--- src/rtl/idxmov_pkg.sv ---
package idxmov_pkg;
  typedef enum logic [1:0] {
    ST_IDLE  = 2'd0,
    ST_WAIT2 = 2'd1,
    ST_READ  = 2'd2,
    ST_WRITE = 2'd3
  } mv_state_t;
endpackage

--- src/rtl/idxmov_addr_match.sv ---
module idxmov_addr_match #(
  parameter int AW = 12,
  parameter int N  = 3,
  parameter logic [N*AW-1:0] LIST = '0
) (
  input  logic [AW-1:0] addr,
  output logic          hit
);
  logic [N-1:0] eq;

  generate
    for (genvar i = 0; i < N; i++) begin : g_cmp
      assign eq[i] = (addr == LIST[i*AW +: AW]);
    end
  endgenerate

  assign hit = |eq;
endmodule

--- src/rtl/idxmov_src_gen.sv ---
module idxmov_src_gen #(
  parameter int AW    = 12,
  parameter int OW    = 7,
  parameter int N_IND = 3,
  parameter logic [N_IND*AW-1:0] IND_LIST = '0
) (
  input  logic          clk,
  input  logic          rst,
  input  logic          load,
  input  logic [AW-1:0] idx,
  input  logic [OW-1:0] ofs,
  output logic [AW-1:0] src_sum,
  output logic          src_ind_q
);
  localparam int PAD = AW - OW;

  logic ind_hit;

  assign src_sum = idx + {{PAD{1'b0}}, ofs};

  idxmov_addr_match #(.AW(AW), .N(N_IND), .LIST(IND_LIST)) u_ind (
    .addr(src_sum),
    .hit (ind_hit)
  );

  always_ff @(posedge clk) begin
    if (rst)       src_ind_q <= 1'b0;
    else if (load) src_ind_q <= ind_hit;
  end
endmodule

--- src/rtl/idxmov_dst_guard.sv ---
module idxmov_dst_guard #(
  parameter int AW     = 12,
  parameter int N_PROT = 4,
  parameter logic [N_PROT*AW-1:0] PROT_LIST = '0
) (
  input  logic          clk,
  input  logic          rst,
  input  logic          load,
  input  logic [AW-1:0] dst_in,
  output logic [AW-1:0] dst_q,
  output logic          illegal_q
);
  logic prot_hit;

  idxmov_addr_match #(.AW(AW), .N(N_PROT), .LIST(PROT_LIST)) u_prot (
    .addr(dst_in),
    .hit (prot_hit)
  );

  always_ff @(posedge clk) begin
    if (rst) begin
      dst_q     <= '0;
      illegal_q <= 1'b0;
    end else if (load) begin
      dst_q     <= dst_in;
      illegal_q <= prot_hit;
    end
  end
endmodule

--- src/rtl/idxmov_ctrl.sv ---
module idxmov_ctrl
  import idxmov_pkg::*;
(
  input  logic clk,
  input  logic rst,
  input  logic iw_valid,
  output logic iw_ready,
  output logic busy,
  output logic w1_acc,
  output logic w2_acc,
  output logic rd_go,
  output logic wr_end
);
  mv_state_t st;

  always_ff @(posedge clk) begin
    if (rst) st <= ST_IDLE;
    else begin
      unique case (st)
        ST_IDLE:  if (iw_valid) st <= ST_WAIT2;
        ST_WAIT2: if (iw_valid) st <= ST_READ;
        ST_READ:  st <= ST_WRITE;
        ST_WRITE: st <= ST_IDLE;
        default:  st <= ST_IDLE;
      endcase
    end
  end

  assign iw_ready = (st == ST_IDLE) || (st == ST_WAIT2);
  assign busy     = (st != ST_IDLE);
  assign w1_acc   = (st == ST_IDLE)  && iw_valid;
  assign w2_acc   = (st == ST_WAIT2) && iw_valid;
  assign rd_go    = (st == ST_READ);
  assign wr_end   = (st == ST_WRITE);
endmodule

--- src/rtl/idx_move_engine.sv ---
module idx_move_engine #(
  parameter int AW     = 12,
  parameter int DW     = 8,
  parameter int IW     = 16,
  parameter int OW     = 7,
  parameter int N_IND  = 3,
  parameter logic [N_IND*AW-1:0] IND_LIST = {12'hFDF, 12'hFE7, 12'hFEF},
  parameter int N_PROT = 4,
  parameter logic [N_PROT*AW-1:0] PROT_LIST = {12'hFFF, 12'hFFE, 12'hFFD, 12'hFF9}
) (
  input  logic          clk,
  input  logic          rst,
  input  logic          iw_valid,
  input  logic [IW-1:0] iw_data,
  output logic          iw_ready,
  input  logic [AW-1:0] idx_ptr,
  output logic [AW-1:0] mem_addr,
  output logic          mem_we,
  output logic [DW-1:0] mem_wdata,
  input  logic [DW-1:0] mem_rdata,
  output logic          busy,
  output logic          done,
  output logic          dst_fault
);
  logic          w1_acc, w2_acc, rd_go, wr_end;
  logic [AW-1:0] src_sum, dst_q;
  logic          src_ind_q, illegal_q;

  idxmov_ctrl u_ctrl (
    .clk     (clk),
    .rst     (rst),
    .iw_valid(iw_valid),
    .iw_ready(iw_ready),
    .busy    (busy),
    .w1_acc  (w1_acc),
    .w2_acc  (w2_acc),
    .rd_go   (rd_go),
    .wr_end  (wr_end)
  );

  idxmov_src_gen #(.AW(AW), .OW(OW), .N_IND(N_IND), .IND_LIST(IND_LIST)) u_src (
    .clk      (clk),
    .rst      (rst),
    .load     (w1_acc),
    .idx      (idx_ptr),
    .ofs      (iw_data[OW-1:0]),
    .src_sum  (src_sum),
    .src_ind_q(src_ind_q)
  );

  idxmov_dst_guard #(.AW(AW), .N_PROT(N_PROT), .PROT_LIST(PROT_LIST)) u_dst (
    .clk      (clk),
    .rst      (rst),
    .load     (w2_acc),
    .dst_in   (iw_data[AW-1:0]),
    .dst_q    (dst_q),
    .illegal_q(illegal_q)
  );

  always_ff @(posedge clk) begin
    if (rst) begin
      mem_addr  <= '0;
      mem_we    <= 1'b0;
      mem_wdata <= '0;
      done      <= 1'b0;
      dst_fault <= 1'b0;
    end else begin
      mem_we    <= rd_go && !illegal_q;
      done      <= wr_end;
      dst_fault <= wr_end && illegal_q;
      if (w1_acc)     mem_addr <= src_sum;
      else if (rd_go) mem_addr <= dst_q;
      if (rd_go)      mem_wdata <= src_ind_q ? '0 : mem_rdata;
    end
  end
endmodule

--- config.mk ---
export PLATFORM = sky130hd
export DESIGN_NAME = idx_move_engine
export DESIGN_NICKNAME = d
export VERILOG_FILES = /design/src/rtl/idxmov_pkg.sv /design/src/rtl/idxmov_addr_match.sv /design/src/rtl/idxmov_src_gen.sv /design/src/rtl/idxmov_dst_guard.sv /design/src/rtl/idxmov_ctrl.sv /design/src/rtl/idx_move_engine.sv
export SDC_FILE = /design/constraint.sdc
export NUM_CORES = 1
export LEC_CHECK = 0
export CELL_PAD_IN_SITES_DETAIL_PLACEMENT = 1
export CELL_PAD_IN_SITES_GLOBAL_PLACEMENT = 2
export CORE_ASPECT_RATIO = 0.5
export CORE_MARGIN = 1
export CORE_UTILIZATION = 35
export DETAILED_ROUTE_END_ITERATION = 10
export DONT_BUFFER_PORTS = 1
export PLACE_DENSITY = 0.79
export RECOVER_POWER = 25
export SETUP_SLACK_MARGIN = 0.1
export SLEW_MARGIN = 20
export SYNTH_ARGS = -nofsm -noshare
export SYNTH_HDL_FRONTEND = slang
export SYNTH_SLANG_ARGS = --single-unit
--- constraint.sdc ---
create_clock -name clk -period 3 [get_ports clk]
set_input_delay 0.9 -clock clk [delete_from_list [all_inputs] [get_ports clk]]
set_output_delay 0.9 -clock clk [all_outputs]
set_load 0.1 [all_outputs]
Yosys cells after proc, flatten, opt, wreduce, memory -nomap -nowiden
Index checks and enable logic that the tools add are counted.
{"block": "totals", "out_inout_bits": 25, "in_bits": 39, "wordCells": 40, "regBits": 39}
{"block": "classes", "add_sub_neg": 1, "muxes": 6, "reduce_logical": 12, "n_eq_ne": 12}
{"operator": "$eq 12x12->1 const B", "n": 7}
{"operator": "$mux 12", "n": 2}
{"operator": "$add 12x7->12", "n": 1}
{"operator": "$mux 8", "n": 1}
{"operator": "$pmux 2 s4", "n": 1}
{"operator": "$eq 2x2->1 const B", "n": 2}
{"operator": "$logic_and 1x1->1", "n": 4}
{"operator": "$mux 2", "n": 2}
{"operator": "$ne 2x2->1 const B", "n": 2}
{"operator": "$reduce_bool 2->1", "n": 2}
{"operator": "$reduce_or 4->1", "n": 1}
{"operator": "$reduce_or 3->1", "n": 1}
{"operator": "$eq 2x1->1 const B", "n": 1}
{"operator": "$logic_not 2->1", "n": 1}
{"operator": "$reduce_and 2->1", "n": 1}
{"operator": "$logic_not 1->1", "n": 1}
{"operator": "$logic_or 1x1->1", "n": 1}

Depth between registers and ports, before layout
{"block": "depth", "depth_word": 3, "depth_mapped": 8, "ltp_nobuf": 8}

Cells and area by module
From an unflattened synthesis, not the netlist that was laid out.
{"block": "hier_totals", "hier_cells": 214, "area_unflattened_um2": 2102.0}
{"module": "idx_move_engine", "cells_per_inst": 94, "area_each_um2": 960.9, "seq_area_each_um2": 460.4, "n_inst": 1}
{"module": "idxmov_dst_guard", "cells_per_inst": 42, "area_each_um2": 474.2, "seq_area_each_um2": 260.2, "n_inst": 1}
{"module": "idxmov_src_gen", "cells_per_inst": 47, "area_each_um2": 395.4, "seq_area_each_um2": 20.0, "n_inst": 1}
{"module": "idxmov_ctrl", "cells_per_inst": 20, "area_each_um2": 190.2, "seq_area_each_um2": 40.0, "n_inst": 1}
{"module": "idxmov_addr_match at u_src.u_ind", "cells_per_inst": 6, "area_each_um2": 43.8, "seq_area_each_um2": 0.0, "n_inst": 1}
{"module": "idxmov_addr_match at u_dst.u_prot", "cells_per_inst": 5, "area_each_um2": 37.5, "seq_area_each_um2": 0.0, "n_inst": 1}

Least setup slack after synthesis
Ideal clock, no wire load.
{"block": "synth_path", "path_type": "in2reg", "start": "input iw_data[0]", "end": "register u_src.src_ind_q", "n_path_buf": 0, "arrival_time_ps": 2406, "required_ps": 2916, "setup_ps": 84, "path_slack_ps": 509, "path_stages": 8, "cell_sequence": "ha_1 -> fa_1 -> a21o_1 -> a22oi_1 -> a21boi_2 -> a21oi_1 -> nand4b_1 -> o31ai_2"}
{"block": "synth_between", "elab_chain_cells": 3, "elab_cells_between_ends": 5, "cone_classes": "1 x add/sub; 3 x eq/ne; 1 x reduce/logical"}
{"item": "start: declaration", "line_no": "idx_move_engine.sv:14", "text": "input logic [IW-1:0] iw_data,"}
{"item": "$add 12x7->12 (*)", "line_no": "idxmov_src_gen.sv:19", "text": "assign src_sum = idx + {{PAD{1'b0}}, ofs};"}
{"item": "$eq 12x12->1", "line_no": "idxmov_addr_match.sv:13", "text": "assign eq[i] = (addr == LIST[i*AW +: AW]);"}
{"item": "$reduce_or 3->1 (*)", "line_no": "idxmov_addr_match.sv:17", "text": "assign hit = |eq;"}
{"item": "end signal: assignment", "line_no": "idxmov_src_gen.sv:28", "text": "else if (load) src_ind_q <= ind_hit;"}
{"item": "end: declaration", "line_no": "idxmov_src_gen.sv:13", "text": "output logic src_ind_q"}
Every way passes the cells marked *; elsewhere a longest branch is shown, timed or not.
A chain may end at the register's enable or synchronous reset.

Final worst setup path
{"block": "layout_path", "start": "input iw_data[0]", "end": "register mem_addr[10]"}
{"block": "layout_between", "elab_chain_cells": 2}
{"item": "$add 12x7->12", "line_no": "idxmov_src_gen.sv:19"}
{"item": "$mux 12", "line_no": "idx_move_engine.sv:71", "text": "if (w1_acc) mem_addr <= src_sum;"}
{"item": "end signal: assignment", "line_no": "idx_move_engine.sv:71"}
{"item": "end signal: assignment", "line_no": "idx_move_engine.sv:72", "text": "else if (rd_go) mem_addr <= dst_q;"}
{"item": "end: declaration", "line_no": "idx_move_engine.sv:17", "text": "output logic [AW-1:0] mem_addr,"}
Every way passes these cells.

==> flow_metrics.tcl <==
set metrics [dict create \
    antenna_found_initial 0 \
    crit_cells 8 \
    timing.critical_path.buf_inv 0 \
    vdd_ir_drop_max_v 0.000472 \
    cts-root-buf "clkbuf_16" \
    antenna_left 0 \
    total_power_uw 2710 \
    grt_overflow 0 \
    area_growth_pct 19.2 \
    setup_viol 0 \
    cp-end-kind "register" \
    wl_um 5180 \
    critPathRequiredTime_ps 3140 \
    num_vias 1715 \
    ctsResizeCount 0 \
    crit_path_end "mem_addr[10]" \
    tightestPinTransition_ps 953 \
    core_area_um2 5200 \
    drtIter0Drc 73 \
    max_freq_mhz 415 \
    slew_violations 0 \
    crit_chain "ha_1 > fa_1 > a21o_1 > a22oi_1 > a21boi_2 > o21ai_1 > xor2_1 > a211oi_1" \
    cts_tree "done" \
    internal-power_uw 1350 \
    p_switching_uw 1360 \
    first_pass_iters 4 \
    fin_tns_setup_ps 0 \
    cp_max_fo 3 \
    die_area_um2 6020 \
    cts_hold_buf 0 \
    slowest_stage "fa_1" \
    p_leak_uw 0.000966 \
    fill_cells 627 \
    synthTopCellsByArea "dfxtp_1, a21oi_1, ha_1, a211oi_1, nand2_1" \
    stdcell_count 326 \
    gr-usage-all-layers_pct 17.9 \
    postCtsSetupBuffers 0 \
    final_design_area_no_fill_um2 2380 \
    avgRoutedWirePerCell_um 15.9 \
    routed_via_density 5.26 \
    multi_input_area_um2 1130 \
    syn_area_um2 1990 \
    numClockSinks 39 \
    yosysSeqAreaShare_pct 39.2 \
    postSynthAreaPerCell_um2 8.45 \
    clock_path_buffers 2 \
    hp-class "register to register" \
    place.gp.congestion 0.759 \
    yosysTopAreaCell "dfxtp_1" \
    rows 18 \
    finalHoldViolCount 0 \
    start_util_pct 38.3 \
    portBuffers 0 \
    reg2reg_depth 8 \
    async_reset_ff_share_pct 0 \
    chipHeight_um 55.4 \
    crit_family "compound AO/OA/AOI/OAI gates" \
    dieWidth_um 109 \
    grt_pass1_wl_um 8090 \
    combinationalPowerShare_pct 52.1 \
    slowest_delay_ps 400 \
    synth_edf_count 0 \
    slew_headroom_pct 36.4 \
    postSynthNetCount 287 \
    pin_count 64 \
    dpl-instance-area_um2 2220 \
    dp_cells 319 \
    period_share_pct 80.4 \
    rsz0062_at_grt "false" \
    finalClockSkew_ps 5.02 \
    drc_errors 0 \
    yosysWarnings 0 \
    h-tree-depth 2 \
    diodes 0 \
    hp-start "u_dst.illegal_q" \
    synth-seq-cells 39 \
    path_class "primary input to register" \
    crit_path_start_kind "primary input" \
    p_per_area_nw_per_um2 1140 \
    nets 307 \
    grt_max_degree 40 \
    holdWs_ps 439 \
    synth_top_area_share_pct 39.2 \
    regArea_um2 781 \
    cts_buffers 5 \
    r2r_slack_ps 810 \
    clk_pin_slew_worst_paths_ps 50 \
    synthTopCellsByCount "dfxtp_1, nand2_1, a21oi_1" \
    clk_latency_ps 280 \
    first_global_vias 1670 \
    synthFlopType "dfxtp_1" \
    yosysMostFrequentCell "dfxtp_1" \
    r2r_start "u_ctrl.st[0]" \
    p_sw_share_pct 50.3 \
    hpwl_um 3900 \
    reg2reg_to "u_src.src_ind_q" \
    synth_cells 236 \
    p_clk_share_pct 21.4 \
    drive_gt1_share_pct 15.6 \
    synth.distinct_cells 39 \
    drv_cap 0 \
    arrival_ps 2550 \
    status "finished clean" \
    crit_start "iw_data[0]" \
    post-route-min-period_ps 2410 \
    p_seq_share_pct 26.5 \
]
-- per-layer routing --
metal	global-route usage [%]	routed length, um
met5	0	0
met4	6.37	68
met3	5.79	355
met2	29.3	2290
met1	21.9	2460
-- kinds of logic after synthesis --
logic type               synth area share (%)
flip-flops                               39.2
multiplexers                             3.64
XOR/XNOR                                 4.77
buffers and inverters                    4.08
adder cells (fa/ha/maj)                  7.91
AO/OA/AOI/OAI                            20.6
AND/OR/NAND/NOR                          19.8
-- cell type report --
cell class                      count  area share, %
Inverter                            9           1.42
Multi-Input combinational cell    176           47.6
Sequential cell                    39           32.9
Tap cell                           70           3.69
Clock inverter                      1           1.26
Timing Repair Buffer               25           7.74
Clock buffer                        6           5.42
-- worst reg2reg max path, stage by stage, from the launching register on --
cell and delay [ps]:
dfxtp_1 320, inv_1 100, ha_1 240, inv_2 230, nor2_1 530, nand4_1 200
nor3_1 200, nand4b_1 120, o31ai_2 170
-- flip-flops by register name (all words and copies together) (netlist names) --
register / cells
u_dst.illegal_q: 1
u_src.src_ind_q: 1
mem_addr: 12
done: 1
dst_fault: 1
mem_we: 1
u_ctrl.st: 2
mem_wdata: 8
u_dst.dst_q: 12
-- worst min-delay path by stage --
stage	to	slack [ps]	cells past startpoint
3_3_place_gp	u_dst.dst_q[2]	430	2
5_1_grt	mem_we	450	1
6_report	mem_we	440	1
3_5_place_dp	mem_we	430	1
4_1_cts	mem_we	440	1
2_1_floorplan	mem_we	410	1
-- power by group through the flow --
| stage | sequential, uW | clock [uW] | combinational, uW |
|---|---|---|---|
| floorplan | 1250 | 0 | 628 |
| finish | 718 | 581 | 1410 |
| CTS | 719 | 589 | 1430 |
| detailed placement | 730 | 0 | 1420 |
| global placement | 723 | 0 | 1400 |
| global route | 731 | 616 | 1500 |
-- cells in the final DEF, fill, tap and decap left out, types with 4 or more instances in the layout --
cell and count:
a211oi_1 17, a21oi_1 29, buf_4 24, clkbuf_16 5, dfxtp_1 39, ha_1 11
inv_1 7, mux2i_1 5, nand2_1 33, nor2_1 22, nor2b_1 15, xnor2_1 4
xor2_1 5
-- stage by stage --
| step | setup WS (ps) | util, % |
|---|---|---|
| final | 588 | 45.7 |
| after global placement | 289 | 42.7 |
| after floorplan | 509 | - |
| after CTS | 563 | 45.7 |
| after detailed placement | 272 | 42.7 |
| after global routing | 468 | 45.7 |
Note: power is estimated with default switching activity, not from simulation.
